$ cat src/rtl/adc_pair_pkg.sv
package adc_pair_pkg;
  typedef enum logic [2:0] {
    ST_IDLE, ST_START, ST_WAIT_BUSY, ST_READ_A, ST_READ_B, ST_DONE
  } seq_state_e;

  typedef struct packed {
    logic strb;
    logic rd;
  } bus_req_t;
endpackage

$ cat src/rtl/busy_sync.sv
module busy_sync #(
  parameter int STAGES = 2
) (
  input  logic clk_i,
  input  logic rst_ni,
  input  logic busy_i,
  output logic busy_o
);
  logic [STAGES-1:0] sr_q;

  always_ff @(posedge clk_i or negedge rst_ni) begin
    if (!rst_ni) sr_q <= '0;
    else         sr_q <= {sr_q[STAGES-2:0], busy_i};
  end

  assign busy_o = sr_q[STAGES-1];
endmodule

$ cat src/rtl/rd_strobe_gen.sv
module rd_strobe_gen
  import adc_pair_pkg::*;
#(
  parameter int              ADDR_W      = 8,
  parameter logic [ADDR_W-1:0] ADC_ADDR  = 8'h5C,
  parameter int              WAIT_STATES = 1
) (
  input  logic              clk_i,
  input  logic              rst_ni,
  input  bus_req_t          req_i,
  input  logic [ADDR_W-1:0] addr_i,
  output logic              cs_n_o,
  output logic              rd_n_o,
  output logic              rdy_o
);
  localparam int CW = $clog2(WAIT_STATES + 1) + 1;

  logic          sel;
  logic          rd_act;
  logic [CW-1:0] ws_q;

  assign sel    = (addr_i == ADC_ADDR);
  assign rd_act = req_i.strb & req_i.rd & sel;
  assign cs_n_o = ~sel;
  assign rd_n_o = ~rd_act;

  always_ff @(posedge clk_i or negedge rst_ni) begin
    if (!rst_ni)                            ws_q <= '0;
    else if (!rd_act)                       ws_q <= '0;
    else if (ws_q != CW'(WAIT_STATES))      ws_q <= ws_q + 1'b1;
  end

  // ready on the final stretched cycle
  assign rdy_o = rd_act & (ws_q == CW'(WAIT_STATES));

  assert_rdy_after_wait_R5: assert property (@(posedge clk_i) disable iff (!rst_ni)
    rdy_o |-> $past(rd_act));
endmodule

$ cat src/rtl/seq_fsm.sv
module seq_fsm
  import adc_pair_pkg::*;
#(
  parameter int                START_LEN = 2,
  parameter int                ADDR_W    = 8,
  parameter logic [ADDR_W-1:0] ADC_ADDR  = 8'h5C
) (
  input  logic              clk_i,
  input  logic              rst_ni,
  input  logic              start_req_i,
  input  logic              ext_start_i,
  input  logic              busy_s_i,
  input  logic              rdy_i,
  output logic              conv_start_o,
  output bus_req_t          req_o,
  output logic [ADDR_W-1:0] addr_o,
  output logic              cap_a_o,
  output logic              cap_b_o
);
  localparam int SW = $clog2(START_LEN + 1) + 1;

  seq_state_e    st_q;
  logic [SW-1:0] scnt_q;
  logic          seen_q;
  logic          strb_q;

  always_ff @(posedge clk_i or negedge rst_ni) begin
    if (!rst_ni) begin
      st_q   <= ST_IDLE;
      scnt_q <= '0;
      seen_q <= 1'b0;
      strb_q <= 1'b0;
    end else begin
      unique case (st_q)
        ST_IDLE: begin
          scnt_q <= '0;
          seen_q <= 1'b0;
          if (start_req_i)      st_q <= ST_START;
          else if (ext_start_i) st_q <= ST_WAIT_BUSY;
        end
        ST_START: begin
          if (scnt_q == SW'(START_LEN - 1)) st_q <= ST_WAIT_BUSY;
          else                              scnt_q <= scnt_q + 1'b1;
        end
        ST_WAIT_BUSY: begin
          if (busy_s_i) seen_q <= 1'b1;
          else if (seen_q) begin
            st_q   <= ST_READ_A;
            strb_q <= 1'b1;
          end
        end
        ST_READ_A: begin
          if (strb_q && rdy_i) strb_q <= 1'b0;
          else if (!strb_q) begin
            st_q   <= ST_READ_B;
            strb_q <= 1'b1;
          end
        end
        ST_READ_B: begin
          if (strb_q && rdy_i) strb_q <= 1'b0;
          else if (!strb_q)    st_q <= ST_DONE;
        end
        ST_DONE: st_q <= ST_IDLE;
        default: st_q <= ST_IDLE;
      endcase
    end
  end

  assign conv_start_o = (st_q == ST_START) | (ext_start_i & (st_q == ST_IDLE));
  assign req_o.strb   = strb_q;
  assign req_o.rd     = 1'b1;
  assign addr_o       = strb_q ? ADC_ADDR : ~ADC_ADDR;
  assign cap_a_o      = (st_q == ST_READ_A) & strb_q & rdy_i;
  assign cap_b_o      = (st_q == ST_READ_B) & strb_q & rdy_i;

  assert_start_from_idle_R2: assert property (@(posedge clk_i) disable iff (!rst_ni)
    $rose(st_q == ST_START) |-> $past(st_q == ST_IDLE));
  assert_read_after_busy_R3: assert property (@(posedge clk_i) disable iff (!rst_ni)
    $rose(st_q == ST_READ_A) |-> $past(seen_q && !busy_s_i));
  assert_b_follows_a_R6: assert property (@(posedge clk_i) disable iff (!rst_ni)
    (st_q == ST_READ_B) |-> $past(st_q == ST_READ_A || st_q == ST_READ_B));
endmodule

$ cat src/rtl/result_bank.sv
module result_bank #(
  parameter int BUS_W = 16,
  parameter int RES_W = 14
) (
  input  logic             clk_i,
  input  logic             rst_ni,
  input  logic             cap_a_i,
  input  logic             cap_b_i,
  input  logic [BUS_W-1:0] data_i,
  input  logic             ack_i,
  output logic [RES_W-1:0] res_a_o,
  output logic [RES_W-1:0] res_b_o,
  output logic             valid_o,
  output logic             irq_o
);
  always_ff @(posedge clk_i or negedge rst_ni) begin
    if (!rst_ni) begin
      res_a_o <= '0;
      res_b_o <= '0;
      valid_o <= 1'b0;
      irq_o   <= 1'b0;
    end else begin
      if (cap_a_i) res_a_o <= data_i[RES_W-1:0];
      if (cap_b_i) res_b_o <= data_i[RES_W-1:0];
      irq_o <= cap_b_i;
      if (cap_b_i)    valid_o <= 1'b1;
      else if (ack_i) valid_o <= 1'b0;
    end
  end

  assert_valid_sticky_R7: assert property (@(posedge clk_i) disable iff (!rst_ni)
    (valid_o && !ack_i) |=> valid_o);
  assert_irq_single_R7: assert property (@(posedge clk_i) disable iff (!rst_ni)
    irq_o |=> !irq_o);
endmodule

$ cat src/rtl/adc_pair_reader.sv
module adc_pair_reader
  import adc_pair_pkg::*;
#(
  parameter int                BUS_W       = 16,
  parameter int                RES_W       = 14,
  parameter int                ADDR_W      = 8,
  parameter logic [ADDR_W-1:0] ADC_ADDR    = 8'h5C,
  parameter int                START_LEN   = 2,
  parameter int                WAIT_STATES = 1,
  parameter int                SYNC_STAGES = 2
) (
  input  logic             clk_i,
  input  logic             rst_ni,
  input  logic             start_req_i,
  input  logic             ext_start_i,
  input  logic             busy_i,
  input  logic [BUS_W-1:0] adc_data_i,
  input  logic             host_ack_i,
  output logic             conv_start_o,
  output logic             cs_n_o,
  output logic             rd_n_o,
  output logic [RES_W-1:0] res_a_o,
  output logic [RES_W-1:0] res_b_o,
  output logic             res_valid_o,
  output logic             irq_o
);
  logic              busy_s;
  logic              rdy;
  logic              cap_a, cap_b;
  bus_req_t          req;
  logic [ADDR_W-1:0] addr;

  busy_sync #(.STAGES(SYNC_STAGES)) u_sync (
    .clk_i, .rst_ni, .busy_i, .busy_o(busy_s)
  );

  seq_fsm #(.START_LEN(START_LEN), .ADDR_W(ADDR_W), .ADC_ADDR(ADC_ADDR)) u_seq (
    .clk_i, .rst_ni, .start_req_i, .ext_start_i, .busy_s_i(busy_s), .rdy_i(rdy),
    .conv_start_o, .req_o(req), .addr_o(addr), .cap_a_o(cap_a), .cap_b_o(cap_b)
  );

  rd_strobe_gen #(.ADDR_W(ADDR_W), .ADC_ADDR(ADC_ADDR), .WAIT_STATES(WAIT_STATES)) u_strb (
    .clk_i, .rst_ni, .req_i(req), .addr_i(addr), .cs_n_o, .rd_n_o, .rdy_o(rdy)
  );

  result_bank #(.BUS_W(BUS_W), .RES_W(RES_W)) u_res (
    .clk_i, .rst_ni, .cap_a_i(cap_a), .cap_b_i(cap_b), .data_i(adc_data_i),
    .ack_i(host_ack_i), .res_a_o, .res_b_o, .valid_o(res_valid_o), .irq_o
  );

  assert_rd_gated_R9: assert property (@(posedge clk_i) disable iff (!rst_ni)
    !rd_n_o |-> !cs_n_o);
  assert_irq_sets_valid_R7: assert property (@(posedge clk_i) disable iff (!rst_ni)
    irq_o |-> res_valid_o);
endmodule

$ cat config.mk
export PLATFORM = sky130hd
export DESIGN_NAME = adc_pair_reader
export DESIGN_NICKNAME = d
export VERILOG_FILES = /design/src/rtl/adc_pair_pkg.sv /design/src/rtl/busy_sync.sv /design/src/rtl/rd_strobe_gen.sv /design/src/rtl/seq_fsm.sv /design/src/rtl/result_bank.sv /design/src/rtl/adc_pair_reader.sv
export SDC_FILE = /design/constraint.sdc
export NUM_CORES = 1
export LEC_CHECK = 0
export BUFFER_PORTS_ARGS = -buffer_cell sky130_fd_sc_hd__buf_2
export CAP_MARGIN = 25
export CORE_ASPECT_RATIO = 0.6
export CORE_MARGIN = 4
export CORE_UTILIZATION = 43
export CTS_BUF_LIST = sky130_fd_sc_hd__clkbuf_16
export DETAILED_ROUTE_END_ITERATION = 6
export GPL_TIMING_DRIVEN = 1
export PLACE_DENSITY_LB_ADDON = 0.08
export SYNTH_ARGS = -nofsm -noshare
export SYNTH_HDL_FRONTEND = slang
export SYNTH_SLANG_ARGS = --single-unit
$ cat constraint.sdc
create_clock -name clk_i -period 3.48 [get_ports clk_i]
set_input_delay 0.174 -clock clk_i [delete_from_list [all_inputs] [get_ports clk_i]]
set_output_delay 0.174 -clock clk_i [all_outputs]
set_load 0.02 [all_outputs]
Yosys cells after proc, flatten, opt, wreduce, memory -nomap -nowiden
Cells that the tools add are included.
{ "word_totals": {"latchBits": 0, "wordCells": 76, "ram_bits": 0, "romBits": 0, "register_bits": 42, "n_memories": 0, "inputBits": 22, "out_inout_bits": 33} }
{ "op_classes": {"n_eq_ne": 20, "shift": 0, "n_reduce_logical": 10, "n_mux": 24, "n_mul": 0, "bitwise": 10, "div": 0, "addsub": 2, "order_cmp": 0} }
{ "ops": {"columns": ["op", "n"], "rows": [
  ["$mux W3", 10],
  ["$ne A2 B2 Y1 const B", 8],
  ["$pmux W3 S5", 1],
  ["$eq A8 B7 Y1 const B", 1],
  ["$mux W8", 1],
  ["$ne A2 B1 Y1 const B", 4],
  ["$reduce_and A8 Y1", 1],
  ["$and A1 B1 Y1", 7],
  ["$mux W1", 7],
  ["$eq A3 B1 Y1 const B", 2],
  ["$eq A3 B2 Y1 const B", 2],
  ["$pmux W3 S2", 1],
  ["$reduce_bool A2 Y1", 3],
  ["$mux W2", 2],
  ["$reduce_and A2 Y1", 2],
  ["$reduce_and A4 Y1", 1],
  ["$add A3 B1 Y3 const B", 1],
  ["$eq A3 B3 Y1 const B", 1],
  ["$logic_not A3 Y1", 1],
  ["$ne A3 B3 Y1 const B", 1],
  ["$pmux W1 S3", 1],
  ["$reduce_bool A3 Y1", 1],
  ["$add A2 B1 Y2 const B", 1],
  ["$eq A2 B1 Y1 const B", 1],
  ["4 further kinds", 5]
]} }

Depth between registers and ports, before layout
Gate-level depths: netlist (run 1).
{ "depth": {"word_depth": 7, "ltp_mapped": 6, "ltp_nobuf": 6} }

Modules after synthesis
From an unflattened synthesis (run 1), not the netlist that was laid out.
{ "hier_totals": {"cells_unflattened": 150, "area_unflattened_um2": 1978.1} }
{ "modules_own_cells": {"columns": ["module", "seq_area_each_um2", "area_each_um2", "n_inst", "cells_each"], "rows": [
  ["result_bank", 750.7, 1154.9, 1, 63],
  ["seq_fsm", 200.2, 618.1, 1, 69],
  ["rd_strobe_gen", 50.0, 155.1, 1, 16],
  ["busy_sync", 50.0, 50.0, 1, 2]
]} }

Worst setup path before layout (run 1)
Ideal clock, no wire load.
{ "synth_timing": {"path_kind": "reg2reg", "start": "register u_strb.ws_q[1]", "end": "register u_res.res_a_o[10]", "slack_ns": 1.812, "stages_incl_launch_ff": 7, "arrival_ns": 1.543, "period_less_slack_ns": 1.668, "t_required_ns": 3.355, "n_path_buf": 1, "setup_time_ns": 0.125, "cell_sequence": "dfrtp_1 inv_1 ha_1 nand2_1 nor2_4 buf_4 mux2_2"} }
{ "synth_between": {"elab_chain_cells": 3} }
{ "synth_lines": {"columns": ["item", "line", "rtl"], "rows": [
  ["from (decl)", "rd_strobe_gen.sv:20", "logic [CW-1:0] ws_q;"],
  ["from (signal assigned)", "rd_strobe_gen.sv:30", "else if (ws_q != CW'(WAIT_STATES)) ws_q <= ws_q + 1'b1;"],
  ["$eq A2 B1 Y1", "rd_strobe_gen.sv:34", "assign rdy_o = rd_act & (ws_q == CW'(WAIT_STATES));"],
  ["$and A1 B1 Y1", "rd_strobe_gen.sv:34", null],
  ["$and A1 B1 Y1", "seq_fsm.sv:73", "assign cap_a_o = (st_q == ST_READ_A) & strb_q & rdy_i;"],
  ["to (signal assigned)", "result_bank.sv:23", "if (cap_a_i) res_a_o <= data_i[RES_W-1:0];"],
  ["to (decl)", "result_bank.sv:11", "output logic [RES_W-1:0] res_a_o,"]
]} }
Every way passes these cells.
A chain may end at the register's enable or synchronous reset.

Final worst setup path (run 1)
{ "layout_timing": {"start": "register u_strb.ws_q[1]", "end": "register u_res.res_a_o[6]"} }
The elaborated chain is that of the path after synthesis.

==> results of run 1 <==
Yosys cell counts (2+ instances only):
cell and instances:
o32ai_1 2, inv_1 7, o21ai_0 4, mux2i_1 2
mux2_2 19, nor3_1 3, mux2_4 9, dfrtp_1 42
buf_4 3, ha_1 3, a21oi_1 8, or2_1 2
nor2_1 8, nand2_1 4
layout make-up:
| type | instances | area [um^2] |
|---|---|---|
| timing repair buffer | 53 | 270 |
| clock buffer | 5 | 125 |
| fill | 370 | 1860 |
| sequential | 42 | 1050 |
| multi-input combinational | 79 | 683 |
| tap | 60 | 75.1 |
| inverter | 7 | 26.3 |
| clock inverter | 2 | 7.51 |
sequential cells by signal (all words and copies together), names as in the netlist:
signal	flops
u_strb.ws_q	2
u_sync.sr_q	2
u_seq.strb_q	1
u_seq.scnt_q	3
u_res.res_a_o	14
u_res.valid_o	1
u_seq.seen_q	1
u_res.irq_o	1
u_seq.st_q	3
u_res.res_b_o	14
final timing paths:
kind | start | to
hold reg to reg | u_sync.sr_q[0]$_DFF_PN0_ | u_sync.sr_q[1]$_DFF_PN0_
setup / recovery | u_strb.ws_q[1]$_DFFE_PN0P_ | u_res.res_a_o[6]$_DFFE_PN0P_
hold / removal | rst_ni | u_seq.scnt_q[1]$_DFFE_PN0P_
min in group clk_i | host_ack_i | u_res.valid_o$_DFFE_PN0P_
setup reg to reg | u_strb.ws_q[1]$_DFFE_PN0P_ | u_res.res_a_o[6]$_DFFE_PN0P_
max in group asynchronous | rst_ni | u_res.res_a_o[3]$_DFFE_PN0P_
routing by layer:
layer | vias to the layer above | GRT usage [%] | wire length (um)
li1 | 576 | - | -
met1 | 593 | 19.7 | 1630
met2 | 34 | 22.1 | 1600
met3 | 5 | 5.11 | 227
met4 | 0 | 5.71 | 47
met5 | - | 0 | 0
cell families after synthesis:
| logic type | Yosys count | synth area share, % |
|---|---|---|
| multiplexers | 30 | 20.2 |
| AND/OR/NAND/NOR | 26 | 8.44 |
| AO/OA/AOI/OAI | 19 | 6.25 |
| XOR/XNOR | 1 | 0.481 |
| buffers and inverters | 14 | 4.87 |
| flip-flops | 42 | 57.7 |
| adder cells (fa/ha/maj) | 3 | 2.06 |
placed cells by master, fill, tap and decap left out, types with 2 or more instances in the layout:
| master | instances |
|---|---|
| inv_1 | 9 |
| nand2_1 | 4 |
| o21ai_0 | 4 |
| ha_1 | 3 |
| nor2_1 | 8 |
| mux2i_1 | 2 |
| mux2_2 | 19 |
| a21oi_1 | 8 |
| dfrtp_1 | 42 |
| clkbuf_16 | 5 |
| o32ai_1 | 2 |
| or2_1 | 2 |
| buf_2 | 52 |
| mux2_4 | 9 |
| nor3_1 | 3 |
repair_timing:
| action | in CTS | in global routing |
|---|---|---|
| hold buffers | 1 | 0 |
| resized for setup | 0 | 0 |
| endpoints found under the hold margin | 1 | 0 |
stage by stage:
step / utilization [%] / cell area, um^2 / hold slack, ns
2_1_floorplan: - / 1820 / -0.122
3_3_place_gp: 51.1 / 2100 / 0.281
4_1_cts: 54.6 / 2240 / 0.0626
6_report: 54.6 / 2240 / 0.0286
3_5_place_dp: 51.1 / 2100 / 0.284
5_1_grt: 54.6 / 2240 / 0.0922
power by group:
group / total (uW) / internal, uW / switching, uW / leakage (uW)
logic: 802 / 349 / 453 / 0.000541
clock network: 420 / 256 / 164 / 0.0000723
registers: 792 / 665 / 127 / 0.000537
total: 2010 / 1270 / 745 / 0.00115
==> summary.md, run 1 <==
| Metric | Value |
|---|---|
| Startpoint types | flop |
| Number of routed nets with antenna violations | 0 |
| Nets | 213 |
| Area leader, netlist | dfrtp_1 |
| Post-synthesis net count | 160 |
| Yosys reg bits | 42 |
| CP max FO | 15 |
| Status | finished, final reports clean |
| Fraction of layout instances using a drive strength above 1 | 46.8% |
| Largest net degree at the start of global routing | 43 |
| Routability cong. | 0.839 |
| Mapped Cells | 135 |
| Synth top area share | 57.7% |
| Antenna diodes | 0 |
| Pre-CTS setup slack | 1.57 ns |
| Maximum VDD drop | 438 uV |
| CP arrival | 2.04 ns |
| Die Width | 92.1 um |
| CTS sink cnt | 42 |
| Worst Reg-to-Reg Cells | 5 |
| Clock slew at reported path FFs | 0.06 ns |
| Worst-margin pin slew | 0.900 ns |
| Routed wire length | 3.50 mm |
| H-tree levels | 2 |
| Ys Warns | 0 |
| DRC errors left | 0 |
| Number of global-route vias before repair | 1232 |
| Die height | 58.4 um |
| Period minus WS final | 1.89 ns |
| Area delta synth->final | 22.8% |
| GRT overflow | 0 |
| Synth area leaders | dfrtp_1 (58%), mux2_2 (12%), mux2_4 (7.4%), a21oi_1 (2.2%), ha_1 (2.1%) |
| Wire length per cell | 14.1 um |
| Average size of a mapped cell | 13.5 um^2 |
| WS Path Type | flop to flop |
| Max frequency | 530 MHz |
| Clock Path Buffers | 2 |
| Critical Path Slowest Stage Cell | nor2_4 |
| Total power | 2010 uW |
| Worst-skew pair later-pin latency | 0.27 ns |
| RSZ-0062 raised after global routing | no |
| R2r setup slk | 1.59 ns |
| Worst setup margin | 1.59 ns |
| Post-Syn Area | 0.00182 mm^2 |
| Root Buffer | clkbuf_16 |
| Sequential-to-total area share from yosys stat | 57.7% |
| Total number of vias | 1208 |
| Number of antenna violations at the first check in global routing | 0 |
| Top delay family on crit path | simple AND/OR/NAND/NOR gates |
| DP HPWL | 2.49 mm |
| CP bufs+invs | 1 |
| Row cnt | 18 |
| I/O pin total | 55 |
| Max stage delay on crit path | 0.46 ns |
| 1st-pass router iterations | 3 |
| Inst Count DP | 240 |
| CTS tree | built |
| # Post-CTS Setup Buffers | 0 |
| CORE AREA | 0.00410 mm^2 |
| HP Class | input port to async pin |
| Setup TNS | 0 ns |
| CP Cell Sequence | inv_1, ha_1, nand2_1, nor2_4, mux2_2 |
| Power Dens Cells | 900 mW/mm^2 |
| Die area | 0.00538 mm^2 |
| Critical Path RT | 3.64 ns |
| Post-Layout Cell Count | 248 |
| Fin. Hold Viols | 0 |
| DRC marker count from the first detailed-route iteration | 15 |
| Period Utilization, post-route | 54.2% |
| Most used DFF post-synth | dfrtp_1 |
| MaxCap Viol Count | 0 |
| Crit. End Element | flop |
| IO buf count | 52 |
| LEAKAGE | 0.00115 uW |
| Cts bufs inserted | 5 |
| Fin. max-slew vios | 0 |
| Effective utilization at floorplan | 44.5% |
| Async SR Flop Fraction | 100% |
| Number of synthesized flops with an enable pin | 0 |
| DR vias/cell | 4.87 |
| GRT Total Usage | 14.6% |
| First-pass GRT wire length | 6.03 mm |
| Slew headroom | 40.0% |
| Unique masters post-synth | 33 |
| Clock Skew | 0.00398 ns |
| Finish-stage setup viols | 0 |
| Critical path depth | 5 |
Power figures use the tool's default switching activity.
==> run 2, diff against run 1 <==
Clock period 3.48 ns to 1.6 ns, I/O delays scaled along.
==> run 2 against run 1 <==
Compared with the run above:
- sequential cell count stayed put
- sequential power rose by 110%
- clock power rose by 120%
- wire length rose by 3.3%
- register-to-register slack lost 1.6 ns
- combinational power is 150% higher
- total power increased by 130%
- final cell count increased by 6.0%
- hold slack improved by 0.014 ns
- highest routed layer unchanged
- non-clock buffer count up 14
- clock skew rose by 0.00070 ns
- core utilization is 4.6 points higher
==> summary.md, run 2 (synthesized netlist as in run 1, its figures left out) <==
| Metric | Value |
|---|---|
| Worst-skew pair later-pin latency | 0.28 ns |
| Storage cell area | 0.00105 mm^2 |
| Total number of vias | 1233 |
| GRT overflow | 0 |
| CP max FO | 6 |
| Area delta synth->final | 33.1% |
| Hold WS | 0.0427 ns |
| 1st-pass router iterations | 4 |
| Row cnt | 18 |
| Maximum VDD drop | 1020 uV |
| H-tree levels | 2 |
| Area of the multi-input gates | 702 um^2 |
| Die area | 0.00538 mm^2 |
| DP Area | 0.00218 mm^2 |
| CORE AREA | 0.00410 mm^2 |
| CP Cell Sequence | or3b_4, nor2_8, buf_12, mux2_2 |
| Period Utilization, post-route | 98.0% |
| CP arrival | 1.73 ns |
| Worst-margin pin slew | 0.524 ns |
| Final instance area | 0.00243 mm^2 |
| Clock slew at reported path FFs | 0.06 ns |
| Number of global-route vias before repair | 1281 |
| GRT Total Usage | 15.0% |
| WS Path Type | flop to flop |
| Nets | 227 |
| DRC marker count from the first detailed-route iteration | 26 |
| CTS sink cnt | 42 |
| Die height | 58.4 um |
| DRC errors left | 0 |
| DP HPWL | 2.54 mm |
| Power Dens Cells | 1890 mW/mm^2 |
| Pre-CTS setup slack | -0.00962 ns |
| HP Class | input port to flop |
| Filler cells | 359 |
| Critical Path Slowest Stage Cell | or3b_4 |
| Startpoint types | flop |
| Clock Path Buffers | 2 |
| Fraction of layout instances using a drive strength above 1 | 50.7% |
| Effective utilization at floorplan | 44.5% |
| DR vias/cell | 4.69 |
| Most frequent cells in the layout | buf_2 (52), dfrtp_1 (42), mux2_2 (17) |
| Cts bufs inserted | 5 |
| Critical Path RT | 1.76 ns |
| Routability cong. | 0.799 |
| Wire length per cell | 13.8 um |
| Max frequency | 638 MHz |
| Root Buffer | clkbuf_16 |
| Number of routed nets with antenna violations | 0 |
| I/O pin total | 55 |
| MaxCap Viol Count | 0 |
| Total power | 4580 uW |
| Number of antenna violations at the first check in global routing | 0 |
| Most common cell after layout, fill and taps aside | buf_2 |
| Status | finished, final reports clean |
| Largest registers | u_res.res_a_o (14), u_res.res_b_o (14) |
| Final design utilization | 59.2% |
| CTS tree | built |
| Fin. Hold Viols | 0 |
| Routed wire length | 3.62 mm |
| Period minus WS final | 1.57 ns |
| Largest net degree at the start of global routing | 43 |
| Max stage delay on crit path | 0.45 ns |
| First-pass GRT wire length | 6.16 mm |
| Clock Skew | 0.00468 ns |
| Crit. End Element | flop |
| Die Width | 92.1 um |
| Slew headroom | 65.1% |
| Antenna diodes | 0 |
| Fin. max-slew vios | 0 |
| Worst setup margin | 0.0316 ns |
| IO buf count | 52 |
| LEAKAGE | 0.00124 uW |
| RSZ-0062 raised after global routing | yes |
| Finish-stage setup viols | 0 |
[run 2: what timing repair did]
action / CTS / global route
hold buffers: 3 / 0
setup buffers: 3 / 0
hold endpoints to repair: 44 / 0
gates resized for setup: 0 / 5
pin swaps: 1 / 1
endpoints found under the setup margin: 5 / 11
[run 2: area by class of cell]
type	count	area share, %
flip-flops and latches	42	43.3
inverters	7	1.08
multi-input cells	79	28.9
repair buffers	67	17.9
clock buffers	5	5.16
clock inverters	3	0.516
well taps	60	3.09
[run 2: worst paths after layout]
path                                            from                      endpoint  slack [ns]  cells past startpoint
setup / recovery           u_seq.st_q[1]$_DFFE_PN0P_  u_res.res_b_o[3]$_DFFE_PN0P_        0.03                      4
hold / removal                         adc_data_i[9]  u_res.res_b_o[9]$_DFFE_PN0P_        0.04                      2
hold reg to reg             u_sync.sr_q[0]$_DFF_PN0_      u_sync.sr_q[1]$_DFF_PN0_        0.35                      0
setup reg to reg           u_seq.st_q[1]$_DFFE_PN0P_  u_res.res_b_o[3]$_DFFE_PN0P_        0.03                      4
min in group asynchronous                     rst_ni   u_seq.scnt_q[1]$_DFFE_PN0P_        0.40                      3
max in group asynchronous                     rst_ni     u_res.valid_o$_DFFE_PN0P_        0.84                      3
[run 2: worst max-delay path, delay by kind of cell, from the launching register on]
family | cells | cell delay [ns]
buffers and inverters | 1 | 0.14
DFF | 1 | 0.39
muxes | 1 | 0.32
and+or+nand+nor | 2 | 0.60
[run 2: through the flow]
stage / std cells / setup TNS (ns)
after CTS: 263 / 0
final: 263 / 0
after global placement: 249 / 0
after detailed placement: 249 / -0.0230
after global routing: 263 / -0.0250
after floorplan: 135 / -0.121
[run 2: metal layers]
metal  up-vias  share of wire (%)  global-route usage (%)
met5         -                  0                       0
met4         0                2.4                    8.25
met3         7                6.2                    4.60
met2        34                 47                    24.3
met1       592                 45                    18.3
li1        600                  -                       -
[run 2: where the power goes]
group	switching (uW)	internal [uW]	total (uW)
clock network	358	562	921
logic	1110	887	2000
registers	215	1450	1660
total	1680	2900	4580
==> run 3, diff against run 2 <==
Settings changed: CORE_MARGIN 4 to not set.
==> run 3 against run 2 <==
Compared with the run above:
- hold slack got worse by 0.00054 ns
- fmax fell by 0.15%
- register-to-register slack barely moved
- non-clock buffer count fell by 2
==> summary.md, run 3 (synthesized netlist as in run 1, its figures left out) <==
| Metric | Value |
|---|---|
| IO buf count | 52 |
| Slew headroom | 64.8% |
| HP Class | input port to flop |
| Antenna diodes | 0 |
| DRC marker count from the first detailed-route iteration | 133 |
| Largest net degree at the start of global routing | 43 |
| First-pass GRT wire length | 6.11 mm |
| GRT Total Usage | 18.5% |
| Filler cells | 300 |
| Most common cell after layout, fill and taps aside | buf_2 |
| Fraction of layout instances using a drive strength above 1 | 50.2% |
| Final design utilization | 62.1% |
| Die height | 52.4 um |
| Die area | 0.00451 mm^2 |
| CP arrival | 1.73 ns |
| GRT overflow | 0 |
| Effective utilization at floorplan | 47.4% |
| Fin. max-slew vios | 0 |
| Critical Path RT | 1.76 ns |
| Worst setup margin | 0.0292 ns |
| Finish-stage setup viols | 0 |
| Internal | 2900 uW |
| Clock slew at reported path FFs | 0.06 ns |
| DP Area | 0.00221 mm^2 |
| H-tree levels | 2 |
| Setup TNS | 0 ns |
| Routability cong. | 0.838 |
| Crit. End Element | flop |
| Final instance area | 0.00239 mm^2 |
| Sw Pwr | 1720 uW |
| I/O pin total | 55 |
| Power Dens Cells | 1930 mW/mm^2 |
| Largest registers | u_res.res_a_o (14), u_res.res_b_o (14) |
| Period Utilization, post-route | 98.2% |
| Pre-CTS setup slack | 0.0271 ns |
| Total number of vias | 1287 |
| Worst hold start | adc_data_i[10] |
| Status | finished, final reports clean |
| Maximum VDD drop | 919 uV |
| Fin. Hold Viols | 0 |
| CP max FO | 11 |
| DP HPWL | 2.72 mm |
| Sw Ratio | 37.3% |
| Clock Skew | 0.00660 ns |
| # Post-CTS Setup Buffers | 0 |
| RSZ-0062 raised after global routing | yes |
| Max frequency | 637 MHz |
| Die Width | 86.1 um |
| Most frequent cells in the layout | buf_2 (52), dfrtp_1 (42), mux2_2 (17) |
| Gate power share | 43.5% |
| Hold WS | 0.0422 ns |
| Root Buffer | clkbuf_16 |
| CTS tree | built |
| Nets | 225 |
| CORE AREA | 0.00385 mm^2 |
| Period minus WS final | 1.57 ns |
| Clk pwr share | 20.4% |
| Worst-margin pin slew | 0.528 ns |
| Worst-skew pair later-pin latency | 0.28 ns |
| Area delta synth->final | 31.1% |
| CTS sink cnt | 42 |
| WS Path Type | flop to flop |
| Number of global-route vias before repair | 1273 |
| Critical Path Source | u_seq.st_q[2]$_DFFE_PN0P_ |
| LEAKAGE | 0.00122 uW |
| Wire length per cell | 14.6 um |
| Number of antenna violations at the first check in global routing | 0 |
| MaxCap Viol Count | 0 |
| Routed wire length | 3.77 mm |
| DR vias/cell | 4.99 |
| Reg power frac | 36.1% |
| Clock Path Buffers | 2 |
| Cts bufs inserted | 5 |
| R2R Path Start | u_seq.st_q[2]$_DFFE_PN0P_ |
| 1st-pass router iterations | 4 |
| Number of routed nets with antenna violations | 0 |
| Startpoint types | flop |
| DRC errors left | 0 |
| Row cnt | 17 |
-- run 3: cell types whose count changed in the layout (fill, tap and decap cells not counted) --
cell / change
a21oi_2: -1
a21oi_1: +1
nor2b_2: +1
nor2b_1: -1
buf_12: -1
buf_6: -1
-- run 3: stage by stage --
step           instances  power [uW]
2_1_floorplan        135        3020
3_3_place_gp         247        3560
3_5_place_dp         247        3650
4_1_cts              258        4610
5_1_grt              258        4900
6_report             258        4620
-- run 3: power by group through the flow --
stage	Clock (uW)	Sequential, uW	Combinational, uW
floorplan	0	1990	1030
global placement	0	1640	1920
detailed placement	0	1680	1980
CTS	962	1670	1990
global route	1020	1710	2170
finish	944	1670	2010
-- run 3: final cells by class --
type	count	area [um^2]	share of cell area, %
Clock buffer	5	125	5.24
Timing Repair Buffer	65	403	16.9
Clock inverter	3	12.5	0.524
Tap cell	57	71.3	2.98
Multi-Input combinational cell	79	701	29.3
Sequential cell	42	1050	44.0
Inverter	7	26.3	1.10
-- run 3: path summary, 6_finish.rpt --
| kind | to | slack [ns] | depth (start not counted) |
|---|---|---|---|
| min in group asynchronous | u_res.res_a_o[10]$_DFFE_PN0P_ | 0.43 | 3 |
| max in group asynchronous | u_res.res_a_o[8]$_DFFE_PN0P_ | 0.80 | 3 |
| worst max register to register | u_res.res_b_o[3]$_DFFE_PN0P_ | 0.03 | 4 |
| worst min-delay path | u_res.res_b_o[10]$_DFFE_PN0P_ | 0.04 | 2 |
| worst max-delay path | u_res.res_b_o[3]$_DFFE_PN0P_ | 0.03 | 4 |
| worst min register to register | u_sync.sr_q[1]$_DFF_PN0_ | 0.36 | 0 |
-- run 3: worst max-delay path: stages (launching register included) --
cell,delay [ns]
dfrtp_1,0.38
or3b_4,0.43
nor2_8,0.14
buf_12,0.16
mux2_2,0.34
-- run 3: routing by layer --
| layer | vias up | share of wire, % | global-route usage, % |
|---|---|---|---|
| met4 | 0 | 0.32 | 4.17 |
| met3 | 2 | 7.0 | 5.98 |
| met5 | - | 0 | 0 |
| met1 | 634 | 47 | 25.5 |
| met2 | 55 | 45 | 28.7 |
| li1 | 596 | - | - |
-- run 3: what timing repair did --
action	4_1_cts	5_1_grt
hold buffers	3	0
gates resized for setup	0	4
hold endpoints to repair	44	0
endpoints found under the setup margin	0	20
